==> src/rtl/rcf_pkg.sv <==
// Shared types for the RTS/CTS flow-control block.
// Assumes: nothing beyond IEEE 1800-2017 packages.
package rcf_pkg;

    // Source that decides the next RTS pin level.
    typedef enum logic [1:0] {
        RTS_RELEASED  = 2'd0,
        RTS_FORCED    = 2'd1,
        RTS_HYSTERESIS = 2'd2,
        RTS_DIRECTION = 2'd3
    } rts_src_e;

    // Pick the RTS source from the mode controls; direction mode has priority.
    function automatic rts_src_e pick_rts_src(input logic dir_mode,
                                              input logic manual,
                                              input logic auto_en);
        rts_src_e s;
        if (dir_mode)      s = RTS_DIRECTION;
        else if (!manual)  s = RTS_RELEASED;
        else if (auto_en)  s = RTS_HYSTERESIS;
        else               s = RTS_FORCED;
        return s;
    endfunction

endpackage

==> src/rtl/rcf_cts_sync.sv <==
// Synchronizes the active-low clear-to-send pin and raises a sticky
// interrupt request on any change of the synchronized level.
// Assumes: SYNC_STAGES >= 2; the chain resets to "deasserted" (1).
module rcf_cts_sync #(
    parameter int SYNC_STAGES = 2
) (
    input  logic clk,
    input  logic rst_n,
    input  logic cts_n_pin,
    input  logic irq_en,
    input  logic irq_clear,
    output logic cts_ok,
    output logic irq
);

    logic [SYNC_STAGES-1:0] chain_q;
    logic                   prev_q;
    logic                   level_edge;

    // First stage captures the raw pin.
    always_ff @(posedge clk) begin
        if (!rst_n) chain_q[0] <= 1'b1;
        else        chain_q[0] <= cts_n_pin;
    end

    // Remaining stages shift the captured value along.
    for (genvar g = 1; g < SYNC_STAGES; g++) begin : g_stage
        always_ff @(posedge clk) begin
            if (!rst_n) chain_q[g] <= 1'b1;
            else        chain_q[g] <= chain_q[g-1];
        end
    end

    // Remember the last synchronized level to find changes.
    always_ff @(posedge clk) begin
        if (!rst_n) prev_q <= 1'b1;
        else        prev_q <= chain_q[SYNC_STAGES-1];
    end

    assign level_edge = chain_q[SYNC_STAGES-1] ^ prev_q;

    // Sticky request: a new enabled change wins over a clear.
    always_ff @(posedge clk) begin
        if (!rst_n)                    irq <= 1'b0;
        else if (level_edge && irq_en) irq <= 1'b1;
        else if (irq_clear)            irq <= 1'b0;
    end

    assign cts_ok = ~chain_q[SYNC_STAGES-1];

endmodule

==> src/rtl/rcf_rts_hyst.sv <==
// Hysteresis tracker for automatic RTS: sets a hold-off flag when the
// receive fill level exceeds the upper threshold and clears it below the
// lower one. An invalid pair (upper <= lower) freezes the flag.
// Assumes: rx_level <= FIFO_DEPTH; FIFO_DEPTH is a multiple of STEP.
module rcf_rts_hyst #(
    parameter int FIFO_DEPTH = 32,
    parameter int STEP       = 4,
    localparam int FILL_W    = $clog2(FIFO_DEPTH + 1),
    localparam int CODE_W    = $clog2(FIFO_DEPTH / STEP)
) (
    input  logic              clk,
    input  logic              rst_n,
    input  logic              active,
    input  logic [FILL_W-1:0] rx_level,
    input  logic [CODE_W-1:0] hi_code,
    input  logic [CODE_W-1:0] lo_code,
    output logic              hold_next
);

    logic [FILL_W-1:0] upper_lvl;
    logic [FILL_W-1:0] lower_lvl;
    logic              pair_ok;
    logic              hold_q;

    // Scale the threshold codes into fill-level units.
    always_comb begin
        upper_lvl = FILL_W'(hi_code) * FILL_W'(STEP);
        lower_lvl = FILL_W'(lo_code) * FILL_W'(STEP);
        pair_ok   = hi_code > lo_code;
    end

    // Next hold-off value from the fill level and the thresholds.
    always_comb begin
        if (!active)                             hold_next = 1'b0;
        else if (pair_ok && rx_level > upper_lvl) hold_next = 1'b1;
        else if (pair_ok && rx_level < lower_lvl) hold_next = 1'b0;
        else                                      hold_next = hold_q;
    end

    // Hold-off state register.
    always_ff @(posedge clk) begin
        if (!rst_n) hold_q <= 1'b0;
        else        hold_q <= hold_next;
    end

endmodule

==> src/rtl/rcf_rts_drive.sv <==
// Selects the RTS source and registers the pin level.
// Assumes: hold_next is this cycle's hysteresis decision.
module rcf_rts_drive
    import rcf_pkg::*;
(
    input  logic clk,
    input  logic rst_n,
    input  logic dir_mode,
    input  logic manual,
    input  logic auto_en,
    input  logic tx_busy,
    input  logic hold_next,
    output logic rts_n
);

    rts_src_e src;
    logic     rts_n_d;

    // Decode the pin level for the selected source.
    always_comb begin
        src = pick_rts_src(dir_mode, manual, auto_en);
        unique case (src)
            RTS_DIRECTION:  rts_n_d = ~tx_busy;
            RTS_RELEASED:   rts_n_d = 1'b1;
            RTS_HYSTERESIS: rts_n_d = hold_next;
            default:        rts_n_d = 1'b0;
        endcase
    end

    // Output register; pin idles deasserted.
    always_ff @(posedge clk) begin
        if (!rst_n) rts_n <= 1'b1;
        else        rts_n <= rts_n_d;
    end

endmodule

==> src/rtl/rts_cts_flow.sv <==
// Top of the RTS/CTS flow-control gate: CTS synchronizer with change
// interrupt, automatic RTS hysteresis and half-duplex direction drive.
// Assumes: inputs other than cts_n_pin are synchronous to clk.
module rts_cts_flow #(
    parameter int FIFO_DEPTH  = 32,
    parameter int STEP        = 4,
    parameter int SYNC_STAGES = 2,
    localparam int FILL_W     = $clog2(FIFO_DEPTH + 1),
    localparam int CODE_W     = $clog2(FIFO_DEPTH / STEP)
) (
    input  logic              clk,
    input  logic              rst_n,
    input  logic              cts_n_pin,
    input  logic [FILL_W-1:0] rx_level,
    input  logic              tx_fifo_empty,
    input  logic              tx_shift_idle,
    input  logic              auto_rts_en,
    input  logic              auto_cts_en,
    input  logic              dir_mode,
    input  logic              rts_manual,
    input  logic [CODE_W-1:0] hi_code,
    input  logic [CODE_W-1:0] lo_code,
    input  logic              cts_irq_en,
    input  logic              irq_clear,
    output logic              rts_n,
    output logic              tx_allowed,
    output logic              cts_irq
);

    logic cts_ok;
    logic hold_next;
    logic tx_busy;
    logic hyst_active;

    // Transmitter busy and hysteresis-active conditions.
    always_comb begin
        tx_busy     = ~(tx_fifo_empty & tx_shift_idle);
        hyst_active = rts_manual & auto_rts_en;
    end

    rcf_cts_sync #(.SYNC_STAGES(SYNC_STAGES)) u_sync (
        .clk(clk), .rst_n(rst_n), .cts_n_pin(cts_n_pin),
        .irq_en(cts_irq_en), .irq_clear(irq_clear),
        .cts_ok(cts_ok), .irq(cts_irq)
    );

    rcf_rts_hyst #(.FIFO_DEPTH(FIFO_DEPTH), .STEP(STEP)) u_hyst (
        .clk(clk), .rst_n(rst_n), .active(hyst_active),
        .rx_level(rx_level), .hi_code(hi_code), .lo_code(lo_code),
        .hold_next(hold_next)
    );

    rcf_rts_drive u_drive (
        .clk(clk), .rst_n(rst_n), .dir_mode(dir_mode),
        .manual(rts_manual), .auto_en(auto_rts_en),
        .tx_busy(tx_busy), .hold_next(hold_next), .rts_n(rts_n)
    );

    // Gate new characters only when CTS gating is enabled.
    assign tx_allowed = ~auto_cts_en | cts_ok;

endmodule

==> config.mk <==
export PLATFORM = sky130hd
export DESIGN_NAME = rts_cts_flow
export DESIGN_NICKNAME = d
export VERILOG_FILES = /design/src/rtl/rcf_pkg.sv /design/src/rtl/rcf_cts_sync.sv /design/src/rtl/rcf_rts_hyst.sv /design/src/rtl/rcf_rts_drive.sv /design/src/rtl/rts_cts_flow.sv
export SDC_FILE = /design/constraint.sdc
export NUM_CORES = 1
export LEC_CHECK = 0
export BUFFER_PORTS_ARGS = -buffer_cell sky130_fd_sc_hd__clkbuf_2
export CAP_MARGIN = 20
export CORE_MARGIN = 2
export CORE_UTILIZATION = 30
export DETAILED_ROUTE_END_ITERATION = 16
export PLACE_DENSITY_LB_ADDON = 0.3
export SYNTH_ARGS = -nofsm -noshare
export SYNTH_HDL_FRONTEND = slang
export SYNTH_SLANG_ARGS = --single-unit
==> constraint.sdc <==
create_clock -name clk -period 2.8 [get_ports clk]
set_clock_uncertainty 0.2 [all_clocks]
set_input_delay 0.14 -clock clk [delete_from_list [all_inputs] [get_ports clk]]
set_output_delay 0.14 -clock clk [all_outputs]
set_load 0.05 [all_outputs]
# Yosys cells after proc, flatten, opt, wreduce, memory -nomap -nowiden
# Index checks and enable logic that the tools add are counted.
# W data, S select, Z words.
# classes
div	0
n_bitwise	6
shift	0
eq_ne	2
order_cmp	3
n_mux	9
n_mul	0
n_reduce_logical	5
add_sub_neg	0
# op_table
op	count
$gt A6 B5 Y1	1
$lt A6 B5 Y1	1
$mux W2	3
$mux W1	5
$eq A2 B2 Y1 const B	2
$gt A3 B3 Y1	1
$logic_and A1 B1 Y1	3
$pmux W1 S3	1
$and A1 B1 Y1	2
$logic_not A2 Y1	1
$not A1 Y1	2
$reduce_bool A2 Y1	1
$or A1 B1 Y1	1
$xor A1 B1 Y1	1
# word_totals
mem_bits_rw	0
inputBits	23
latchBits	0
mem_count	0
register_bits	6
romBits	0
elab_cells	31

# Longest topological paths before layout
# Gate-level depths: netlist of the first run.
# depth
ltp_word	6
mapped_depth	7

# Cells and area by module
# Synthesis of the first run repeated with hierarchy kept, for this count alone.
# hier_totals
hier_cells	54
area_unflattened_um2	464.2
# modules_own_cells
mod	area_per_inst_um2	instances	cells_per_inst	seq_area_each_um2
rcf_rts_hyst	275.3	1	34	20.0
rcf_cts_sync	125.1	1	12	80.1
rcf_rts_drive	47.5	1	5	20.0
rts_cts_flow	16.3	1	3	0.0

# Worst setup path before layout of the first run
# Ideal clock, no wire load.
# synth_timing
kind	input to register
from	input hi_code[2]
to	register u_drive.rts_n
arrival_ns	1.265
n_path_buf	0
cell_stages	7
t_required_ns	2.472
setup_slack_ns	1.207
path_cell_list	inv_1 ha_1 nand2_1 or4b_1 a21oi_1 or3b_1 a31oi_1
# synth_between
elab_chain_cells	6
elab_cells_between_ends	8
# synth_lines
item	line	source
start, declared	rts_cts_flow.sv:21	input logic [CODE_W-1:0] hi_code,
$gt A3 B3 Y1	rcf_rts_hyst.sv:29	pair_ok = hi_code > lo_code;
$logic_and A1 B1 Y1	rcf_rts_hyst.sv:36	else if (pair_ok && rx_level < lower_lvl) hold_next = 1'b0;
$mux W1	rcf_rts_hyst.sv:36	
$mux W1 *	rcf_rts_hyst.sv:35	else if (pair_ok && rx_level > upper_lvl) hold_next = 1'b1;
$mux W1 *	rcf_rts_hyst.sv:34	if (!active) hold_next = 1'b0;
$pmux W1 S3 *	rcf_rts_drive.sv:22	unique case (src)
end signal, assigned	rcf_rts_drive.sv:33	else rts_n <= rts_n_d;
end, declared	rcf_rts_drive.sv:13	output logic rts_n
# Every way passes the cells marked *; elsewhere a longest branch is shown, timed or not.
# A chain may end at the register's enable or synchronous reset.

==> results_dict.tcl, run 1 <==
set metrics [dict create \
    result_of_the_run "finished, final reports clean" \
    syn2layout_area_growth_pct 59.16 \
    timing.hold.ws_ps 12.62 \
    mappedNetlistNets 81 \
    required_ps 2720 \
    path_class "in2reg" \
    design.die.area_um2 1703 \
    hpwl_um 778.3 \
    route.detailed.wl_per_inst_um 9.327 \
    worstHoldPathType "in2reg" \
    share_seq_of_total_power 0.382 \
    rrSetupSlack_ps 1820 \
    worstRegToRegCells 3 \
    floorplan.rows 13 \
    setup.worst_path.end_class "flop" \
    drt_wl_total_um 942 \
    drc_errors 0 \
    path_cells "dlygate4sd3_1, clkbuf_2, nand2_1, a21oi_1, dlygate4sd3_1, a31oi_1" \
    hold-path-endpoint "u_hyst.hold_q$_SDFF_PN0_" \
    p_sw_frac 0.2699 \
    cts_tree "yes" \
    p_switching_uw 64.32 \
    clk_pwr_share 0.320 \
    report.final.hold_viol_count 0 \
    syn_area_per_cell_um2 8.333 \
    grt_pass1_vias 385 \
    worst_hold_path.num_cells 3 \
    slew_viol_final 0 \
    slew_headroom 0.8168 \
    dominant_cell_type_by_count_on_the_critical_path "sky130_fd_sc_hd__dlygate4sd3_1" \
    period_minus_slack_ps 1673 \
    drtPass1Iterations 4 \
    synth_area_leaders "sky130_fd_sc_hd__dfxtp_1 (29%), sky130_fd_sc_hd__ha_1 (24%), sky130_fd_sc_hd__a21oi_1 (7.2%), sky130_fd_sc_hd__inv_1 (6.3%), sky130_fd_sc_hd__nand2b_1 (4.5%)" \
    grt_pass1_wl_um 1414 \
    dpl_cell_area_um2 560.5 \
    path_buf_inv 3 \
    design.final.nets 119 \
    number_of_warning_messages_in_the_yosys_log 0 \
    postSynthRegisterBits 6 \
    floorplan.core_area_um2 1301 \
    worst-slew-pin-transition_ps 276.0 \
    final.fill_count 127 \
    die_w_um 41.27 \
    synth.largest_area_cell "sky130_fd_sc_hd__dfxtp_1" \
    clkSlewWorstSetupHoldPaths_ps 40 \
    cts_hold_buffers 8 \
    area_of_the_mapped_netlist_um2 416.7 \
    post_synth_inst_count 50 \
    synth-seq-area-share 0.2883 \
    maximum_number_of_pins_on_one_net_before_global_route_repair 8 \
    floorplan.io_pins 26 \
    cts_max_level 1 \
    timing.critical_path.max_delay_family "buffers and inverters" \
    cpPeakStageDelay_ps 560 \
    final_layout_size_suffix_gt1_frac 0.3256 \
    final_cell_area_um2 663.1 \
    f_max_ghz 0.5977 \
    rr_endpoint "u_sync.irq$_SDFFE_PN0P_" \
    multi_input_comb_area_um2 270.3 \
    ff_latch_area_um2 120.1 \
    power_per_standard_cell_area_nw_per_um2 359.4 \
    rsz0062_at_grt "false" \
    cp_max_fo 7 \
    numPortBuffers 25 \
    routabilityCongestion 0.6906 \
    cp_data_arrival_time_ps 1590 \
    drv.max_cap_violation_count 0 \
    setup-tns-final_ps 0 \
    grt_total_usage 0.1311 \
    finalCritPeriodShare 0.5975 \
    grt_antenna_before_repair 0 \
    setup_violations 0 \
    cts_root_buffer "sky130_fd_sc_hd__clkbuf_4" \
    number_of_clock_sinks 6 \
    clockBufferDepth 2 \
    die_h_um 41.27 \
    antenna_violating_nets_post_route 0 \
    p_int_uw 174.0 \
    globalRouteOverflowTotal 0 \
    tritoncts_buffers 3 \
    rr_startpoint "u_sync.chain_q[1]$_SDFF_PN1_" \
    worstSkewPairLatency_ps 230 \
    start_kind "primary input" \
    post_cts.repair.setup_buffers 0 \
    hold_path.startpoint "auto_rts_en" \
    synth_cell_type_count 18 \
    post_cts_resized 0 \
    combPwrFrac 0.299 \
    inserted_diodes 0 \
    drtIter0Drc 5 \
    ir_drop_mv 0.1045 \
    total_leakage_power_uw 0.0003537 \
    synth.top_cell.area_share 0.2883 \
    timing.critical_path.slowest_stage_cell "sky130_fd_sc_hd__dlygate4sd3_1" \
    avgViaCountPerCell 4.535 \
    start_util 0.3202 \
    post-route-util 0.5096 \
    vias 458 \
]
synthesized netlist by cell type:
| library cell | number |
|---|---|
| sky130_fd_sc_hd__a21oi_1 | 6 |
| sky130_fd_sc_hd__a31oi_1 | 1 |
| sky130_fd_sc_hd__and3b_1 | 1 |
| sky130_fd_sc_hd__dfxtp_1 | 6 |
| sky130_fd_sc_hd__ha_1 | 8 |
| sky130_fd_sc_hd__inv_1 | 7 |
| sky130_fd_sc_hd__nand2_1 | 4 |
| sky130_fd_sc_hd__nand2b_1 | 3 |
| sky130_fd_sc_hd__nand3_1 | 1 |
| sky130_fd_sc_hd__nor2b_1 | 3 |
| sky130_fd_sc_hd__nor3_1 | 2 |
| sky130_fd_sc_hd__o211ai_1 | 1 |
| sky130_fd_sc_hd__o21a_1 | 1 |
| sky130_fd_sc_hd__o21ai_0 | 2 |
| sky130_fd_sc_hd__o21ai_1 | 1 |
| sky130_fd_sc_hd__or3b_1 | 1 |
| sky130_fd_sc_hd__or4b_1 | 1 |
| sky130_fd_sc_hd__xor2_1 | 1 |
cells by family (layout without fill, tap and decap cells):
| logic type | after synthesis | after routing | share of synthesized area |
|---|---|---|---|
| and+or+nand+nor | 16 | 16 | 0.2282 |
| xor gates and xnor gates | 1 | 1 | 0.02102 |
| buffers and inverters | 7 | 43 | 0.06307 |
| adders and majority gates | 8 | 8 | 0.2402 |
| AOI/OAI and AO/OA | 12 | 12 | 0.1592 |
| DFF | 6 | 6 | 0.2883 |
power groups by stage:
stage	clock network, uW	registers (uW)	logic, uW
2_1_floorplan	0	98.6	30.4
3_3_place_gp	0	92.6	61.4
3_5_place_dp	0	92.6	62.8
4_1_cts	80.7	91.1	71.7
5_1_grt	85.5	91.6	82.4
6_report	76.2	91.0	71.2
flip-flops by register name (all words and copies together) (netlist names):
register / count
u_sync.chain_q: 2
u_sync.prev_q: 1
u_sync.irq: 1
u_drive.rts_n: 1
u_hyst.hold_q: 1
cells in the final DEF, fill, tap and decap left out, drive strengths merged:
cell type    instances
o21ai                3
dlygate4sd3          8
nand2b               3
or3b                 1
clkbuf              28
ha                   8
or4b                 1
and3b                1
a31oi                1
inv                  7
o211ai               1
xor2                 1
nand3                1
nor3                 2
nor2b                3
o21a                 1
dfxtp                6
nand2                4
a21oi                6
routing by layer:
layer  GRT usage  wire, um  vias up
li1            -         -      248
met1      0.1410       409      187
met2      0.2188       442       23
met3     0.03261        90        0
met4     0.09677         0        0
met5           0         0        -
tightest hold or removal path, cell delays in order:
cell and delay (ps):
sky130_fd_sc_hd__clkbuf_2 90, sky130_fd_sc_hd__o211ai_1 100, sky130_fd_sc_hd__a21oi_1 70
through the flow:
stage	setup WS, ps	cells	total power, uW
detailed placement	1004	90	155.4
global placement	1060	90	153.9
global route	1053	101	259.6
finish	1127	101	238.4
CTS	1116	101	243.5
floorplan	1207	50	129.0
how the worst max path moves through the flow:
stage	startpoint	endpoint	slack (ps)	cells past startpoint
after floorplan	hi_code[2]	u_drive.rts_n$_SDFF_PN1_	1210	7
after global placement	hi_code[2]	u_drive.rts_n$_SDFF_PN1_	1060	8
after detailed placement	hi_code[2]	u_drive.rts_n$_SDFF_PN1_	1000	8
after CTS	rst_n	u_drive.rts_n$_SDFF_PN1_	1120	6
after global routing	rst_n	u_drive.rts_n$_SDFF_PN1_	1050	6
final	rst_n	u_drive.rts_n$_SDFF_PN1_	1130	6
layout make-up:
cell class	instances	share of cell area
flip-flops and latches	6	0.1811
multi-input cells	37	0.4075
inverters	7	0.03962
well taps	15	0.02830
repair buffers	33	0.3094
clock buffers	3	0.03396
Power figures use the tool's default switching activity.
==> run 2: changes to the inputs <==
- clock period: 2.8 -> 1.4 ns (I/O delays scaled with it)
==> run 2 against run 1 <==
Against the previous run:
- sequential share of layout area shrank 3.6 points
- final area grew 25%
- hold slack gained 47 ps
- non-clock buffer count grew 6
- clock power grew 100%
- combinational power grew to 2.8 times the previous value
- die area is the same
- worst setup slack lost 1100 ps
- critical path type unchanged
- critical endpoint unchanged
- largest cell class unchanged
- largest power group is now combinational logic
==> results_dict.tcl, run 2 (same netlist as run 1, synthesis figures left out) <==
set metrics [dict create \
    setup.worst_path.end_class "flop" \
    report.final.hold_viol_count 0 \
    start_kind "primary input" \
    route.detailed.wl_per_inst_um 10.11 \
    clockBufferDepth 2 \
    p_sw_frac 0.2781 \
    cp_max_fo 2 \
    path_buf_inv 2 \
    timing.critical_path.max_delay_family "simple AND/OR/NAND/NOR gates" \
    floorplan.core_area_um2 1301 \
    dp_cells 95 \
    final_layout_size_suffix_gt1_frac 0.4565 \
    mostFrequentLayoutCell "sky130_fd_sc_hd__clkbuf_2" \
    clkSlewWorstSetupHoldPaths_ps 40 \
    grt_antenna_before_repair 0 \
    post_place_setup_slack_ps -334.4 \
    design.final.nets 125 \
    hpwl_um 827.3 \
    antenna_violating_nets_post_route 0 \
    drv.max_cap_violation_count 0 \
    drtPass1Iterations 2 \
    die_w_um 41.27 \
    drt_wl_total_um 1082 \
    grt_pass1_vias 442 \
    start_util 0.3202 \
    path_class "in2reg" \
    final.fill_count 120 \
    f_max_ghz 0.7203 \
    grt_pass1_wl_um 1504 \
    p_switching_uw 148.4 \
    setup_violations 0 \
    drtIter0Drc 3 \
    grt_total_usage 0.1381 \
    largest_register_ffs 2 \
    rsz0062_at_grt "true" \
    post_layout_nonfiller_instances 107 \
    clk_pwr_share 0.288 \
    most-common-layout-cells "sky130_fd_sc_hd__clkbuf_2 (23), sky130_fd_sc_hd__dlygate4sd3_1 (9), sky130_fd_sc_hd__dfxtp_1 (6)" \
    timing.critical_path.slowest_stage_cell "sky130_fd_sc_hd__or4b_4" \
    combPwrFrac 0.370 \
    die_h_um 41.27 \
    worst-slew-pin-transition_ps 279.9 \
    largest_register "u_sync.chain_q" \
    period_minus_slack_ps 1388 \
    required_ps 1320 \
    worstHoldPathType "in2reg" \
    cts_root_buffer "sky130_fd_sc_hd__clkbuf_4" \
    avgViaCountPerCell 4.607 \
    cts_max_level 1 \
    total_leakage_power_uw 0.0004098 \
    ir_drop_mv 0.3284 \
    setup_ws_ps 11.63 \
    numPortBuffers 25 \
    power_per_standard_cell_area_nw_per_um2 646.1 \
    floorplan.rows 13 \
    number_of_clock_sinks 6 \
    p_int_uw 385.2 \
    inserted_diodes 0 \
    maximum_number_of_pins_on_one_net_before_global_route_repair 8 \
    tritoncts_buffers 3 \
    cp_data_arrival_time_ps 1310 \
    result_of_the_run "finished, final reports clean" \
    vias 493 \
    design.die.area_um2 1703 \
    cts_tree "yes" \
    cpPeakStageDelay_ps 470 \
    globalRouteOverflowTotal 0 \
    slew_viol_final 0 \
    routabilityCongestion 0.7112 \
    floorplan.io_pins 26 \
    share_seq_of_total_power 0.341 \
    drc_errors 0 \
    slew_headroom 0.8142 \
    post_cts.repair.setup_buffers 0 \
    syn2layout_area_growth_pct 98.20 \
    worstSkewPairLatency_ps 240 \
    finalCritPeriodShare 0.9917 \
    path_cells "clkbuf_16, inv_12, ha_4, nand2_4, or4b_4, a21oi_2, or3b_1, a31oi_1" \
]
[run 2: layout make-up]
cell class | count | area (um^2) | area share
multi-input cells | 37 | 325.3 | 0.3939
repair buffers | 39 | 292.8 | 0.3545
flip-flops and latches | 6 | 120.1 | 0.1455
inverters | 7 | 46.29 | 0.05606
clock buffers | 3 | 22.52 | 0.02727
well taps | 15 | 18.77 | 0.02273
[run 2: what timing repair did]
item | 4_1_cts | 5_1_grt
hold buffers | 9 | 0
pin swaps | 2 | 3
resized for setup | 6 | 5
setup endpoints to repair | 2 | 2
endpoints found under the hold margin | 6 | 0
[run 2: worst paths after layout]
path / from / end / slack (ps) / depth (start not counted)
worst min register to register: u_sync.chain_q[0]$_SDFF_PN1_ / u_sync.chain_q[1]$_SDFF_PN1_ / 200 / 1
worst max-delay path: hi_code[2] / u_drive.rts_n$_SDFF_PN1_ / 10 / 8
worst min-delay path: rx_level[5] / u_hyst.hold_q$_SDFF_PN0_ / 60 / 4
worst max register to register: u_sync.chain_q[1]$_SDFF_PN1_ / u_sync.irq$_SDFFE_PN0P_ / 410 / 3
[run 2: worst reg2reg max path, delay by kind of cell, from the launching register on]
| family | cells | cell delay (ps) |
|---|---|---|
| compound gates | 1 | 140 |
| xor+xnor | 1 | 160 |
| flops | 1 | 320 |
| simple gates | 1 | 60 |
[run 2: stage by stage]
stage	total power, uW	hold WS [ps]	area (um^2)	setup TNS [ps]	utilization
floorplan	268.0	-56.96	464.2	-113.3	-
detailed placement	337.9	66.29	645.6	-653.3	0.4962
finish	533.6	59.75	825.8	0	0.6346
global route	571.5	78.61	825.8	-45.47	0.6346
global placement	334.9	61.11	645.6	-615.5	0.4962
CTS	527.0	72.75	798.3	0	0.6135
[run 2: power by group through the flow]
| stage | sequential (uW) | clock (uW) | combinational [uW] |
|---|---|---|---|
| 2_1_floorplan | 197 | 0 | 70.8 |
| 3_5_place_dp | 185 | 0 | 153 |
| 6_report | 182 | 154 | 197 |
| 4_1_cts | 182 | 161 | 184 |
| 3_3_place_gp | 185 | 0 | 150 |
| 5_1_grt | 182 | 169 | 220 |
[run 2: per-layer routing]
| metal | global-route usage | wire length (um) | vias up |
|---|---|---|---|
| met1 | 0.1387 | 430 | 215 |
| met3 | 0.02174 | 71 | 0 |
| met4 | 0.07258 | 0 | 0 |
| met2 | 0.2656 | 579 | 21 |
| li1 | - | - | 257 |
| met5 | 0 | 0 | - |
==> run 3: changes to the inputs <==
- CORE_AREA: default -> 2 2 39 41
- CORE_MARGIN: 2 -> default
- CORE_UTILIZATION: 30 -> default
- DIE_AREA: default -> 0 0 41 43
- SYNTH_HIERARCHICAL: default -> 1
- clock period: 1.4 -> 1.75 ns (I/O delays scaled with it)
==> run 3 against run 2 <==
Against the previous run:
- sequential power decreased by 20%
- worst setup slack improved by 110 ps
- clock power decreased by 18%
- global-route usage increased by 0.97 points
==> results_dict.tcl, run 3 <==
set metrics [dict create \
    worstSetupPathDepth 6 \
    number_of_clock_sinks 6 \
    power_per_standard_cell_area_nw_per_um2 537.8 \
    post_cts.repair.setup_buffers 0 \
    cp_data_arrival_time_ps 1560 \
    vias 503 \
    rr_startpoint "u_hyst/hold_q$_SDFF_PN0_" \
    cts_tree "yes" \
    f_max_ghz 0.6142 \
    worstHoldPathType "in2reg" \
    post_place_setup_slack_ps -84.05 \
    mostFrequentLayoutCell "sky130_fd_sc_hd__clkbuf_2" \
    area_of_the_mapped_netlist_um2 464.2 \
    grt_antenna_before_repair 0 \
    worstSkewPairLatency_ps 240 \
    tritoncts_buffers 3 \
    grt_pass1_wl_um 1800 \
    post_synth_most_frequent_cells "sky130_fd_sc_hd__ha_1 (8), sky130_fd_sc_hd__inv_1 (8), sky130_fd_sc_hd__nand2_1 (7)" \
    start_kind "primary input" \
    finalCritPeriodShare 0.9304 \
    syn_area_per_cell_um2 8.596 \
    drt_wl_total_um 1052 \
    postSynthRegisterBits 6 \
    clockBufferDepth 2 \
    numPortBuffers 25 \
    final_layout_size_suffix_gt1_frac 0.3750 \
    floorplan.core_area_um2 1384 \
    synth-seq-area-share 0.2588 \
    setup_violations 0 \
    avgViaCountPerCell 4.491 \
    required_ps 1680 \
    die_w_um 41 \
    cts_root_buffer "sky130_fd_sc_hd__clkbuf_4" \
    design.die.area_um2 1763 \
    total_leakage_power_uw 0.0003940 \
    design.final.nets 129 \
    synth_cell_type_count 22 \
    maximum_number_of_pins_on_one_net_before_global_route_repair 9 \
    clkSlewWorstSetupHoldPaths_ps 50 \
    timing.critical_path.slowest_stage_cell "sky130_fd_sc_hd__dlygate4sd3_1" \
    antenna_violating_nets_post_route 0 \
    slew_headroom 0.8037 \
    drtIter0Drc 0 \
    drv.max_cap_violation_count 0 \
    most-common-layout-cells "sky130_fd_sc_hd__clkbuf_2 (25), sky130_fd_sc_hd__dlygate4sd3_1 (12), sky130_fd_sc_hd__inv_1 (8), sky130_fd_sc_hd__ha_1 (8), sky130_fd_sc_hd__nand2_1 (7)" \
    post_synth_inst_count 54 \
    crit_start "rx_level[5]" \
    largest_register_ffs 2 \
    setup.worst_path.end_class "flop" \
    path_cells "dlygate4sd3_1, clkbuf_2, a2111oi_4, o32ai_2, a211oi_2, o21ai_1" \
    report.final.hold_viol_count 0 \
    hold_path.startpoint "lo_code[0]" \
    path_buf_inv 2 \
    worst-slew-pin-transition_ps 294.5 \
    synth_top_flop_cell "sky130_fd_sc_hd__dfxtp_1" \
    synth_edf_count 0 \
    worstRegToRegCells 4 \
    grt_pass1_vias 506 \
    ff_latch_area_um2 120.1 \
    drtPass1Iterations 1 \
    route.detailed.wl_per_inst_um 9.393 \
    timing.hold.ws_ps 137.1 \
    path_class "in2reg" \
    cp_max_fo 2 \
    die_h_um 43 \
    number_of_warning_messages_in_the_yosys_log 6 \
    inserted_diodes 0 \
    async_flop_share 0 \
    globalRouteOverflowTotal 0 \
    worst_hold_path.num_cells 5 \
    rsz0062_at_grt "false" \
    period_minus_slack_ps 1628 \
    synth_area_leaders "sky130_fd_sc_hd__dfxtp_1 (26%), sky130_fd_sc_hd__ha_1 (22%), sky130_fd_sc_hd__inv_1 (6.5%), sky130_fd_sc_hd__a2111oi_4 (5.9%), sky130_fd_sc_hd__nand2_1 (5.7%)" \
    largest_register "u_sync/chain_q" \
    setup-tns-final_ps 0 \
    routabilityCongestion 0.6206 \
    cts_max_level 1 \
    drc_errors 0 \
    syn2layout_area_growth_pct 66.85 \
    grt_total_usage 0.1477 \
    slew_viol_final 0 \
    timing.critical_path.max_delay_family "compound AO/OA/AOI/OAI gates" \
    floorplan.io_pins 26 \
    mappedNetlistNets 85 \
    result_of_the_run "finished, final reports clean" \
    post-route-util 0.5597 \
    multi_input_comb_area_um2 317.8 \
    synth.largest_area_cell "sky130_fd_sc_hd__dfxtp_1" \
    synth.top_cell.area_share 0.2588 \
    start_util 0.3354 \
    setup_ws_ps 121.9 \
    final.fill_count 133 \
    cpPeakStageDelay_ps 540 \
    floorplan.rows 14 \
    ir_drop_mv 0.3591 \
]
-- run 3: cell types whose count changed after synthesis, sizes merged, moves of 2 or more --
cell | previous run | this run
a21oi | 6 | 2
nand2 | 4 | 7
and2 | 0 | 2
inv | 7 | 9
nand3b | 0 | 2
nor2b | 3 | 1
nor3 | 2 | 0
o32ai | 0 | 2
-- run 3: final cells by class --
cell class                      instances  share of cell area
Timing Repair Buffer                   39              0.3360
Sequential cell                         6              0.1551
Multi-Input combinational cell         39              0.4103
Clock buffer                            3             0.02908
Tap cell                               16             0.02585
Inverter                                9             0.04362
-- run 3: metal layers --
layer,global-route usage,vias up,part of all wire
met5,0,-,0
met4,0.02000,0,0
met3,0.06283,0,0.074
met2,0.2813,20,0.54
met1,0.1355,214,0.39
li1,-,269,-
-- run 3: final timing paths --
check,slack (ps),endpoint
setup / recovery,120,u_drive/rts_n$_SDFF_PN1_
setup reg to reg,680,u_drive/rts_n$_SDFF_PN1_
hold / removal,140,u_hyst/hold_q$_SDFF_PN0_
hold reg to reg,200,u_sync/chain_q[1]$_SDFF_PN1_
-- run 3: cell families after synthesis --
group                    Yosys count  share of synthesized area
AO/OA/AOI/OAI                     11                     0.2210
XOR/XNOR                           1                    0.01887
adder cells (fa/ha/maj)            8                     0.2156
buffers and inverters              9                    0.07277
flip-flops                         6                     0.2588
AND/OR/NAND/NOR                   19                     0.2130
-- run 3: report_power, final --
| group | switching, uW | leakage, uW | internal, uW |
|---|---|---|---|
| clock | 49.4 | 0.0000138 | 77.5 |
| sequential | 2.37 | 0.0000494 | 143 |
| combinational | 69.4 | 0.000331 | 74.5 |
-- run 3: repair_timing --
item | CTS | global route
gates resized for setup | 0 | 0
endpoints found under the hold margin | 6 | 0
setup endpoints to repair | 0 | 0
hold buffers | 12 | 0
-- run 3: worst reg2reg max path, cell delays in order (launching register included) --
cell and delay (ps):
sky130_fd_sc_hd__dfxtp_1 310, sky130_fd_sc_hd__nand2_1 70, sky130_fd_sc_hd__o32ai_2 80, sky130_fd_sc_hd__a211oi_2 220, sky130_fd_sc_hd__o21ai_1 80
-- run 3: per-stage QoR --
step	cell area, um^2	instances	total power [uW]
after floorplan	471.7	54	224.4
after global placement	631.9	97	269.2
after detailed placement	631.9	97	271.0
after CTS	774.5	112	419.7
after global routing	774.5	112	450.8
final	774.5	112	416.5
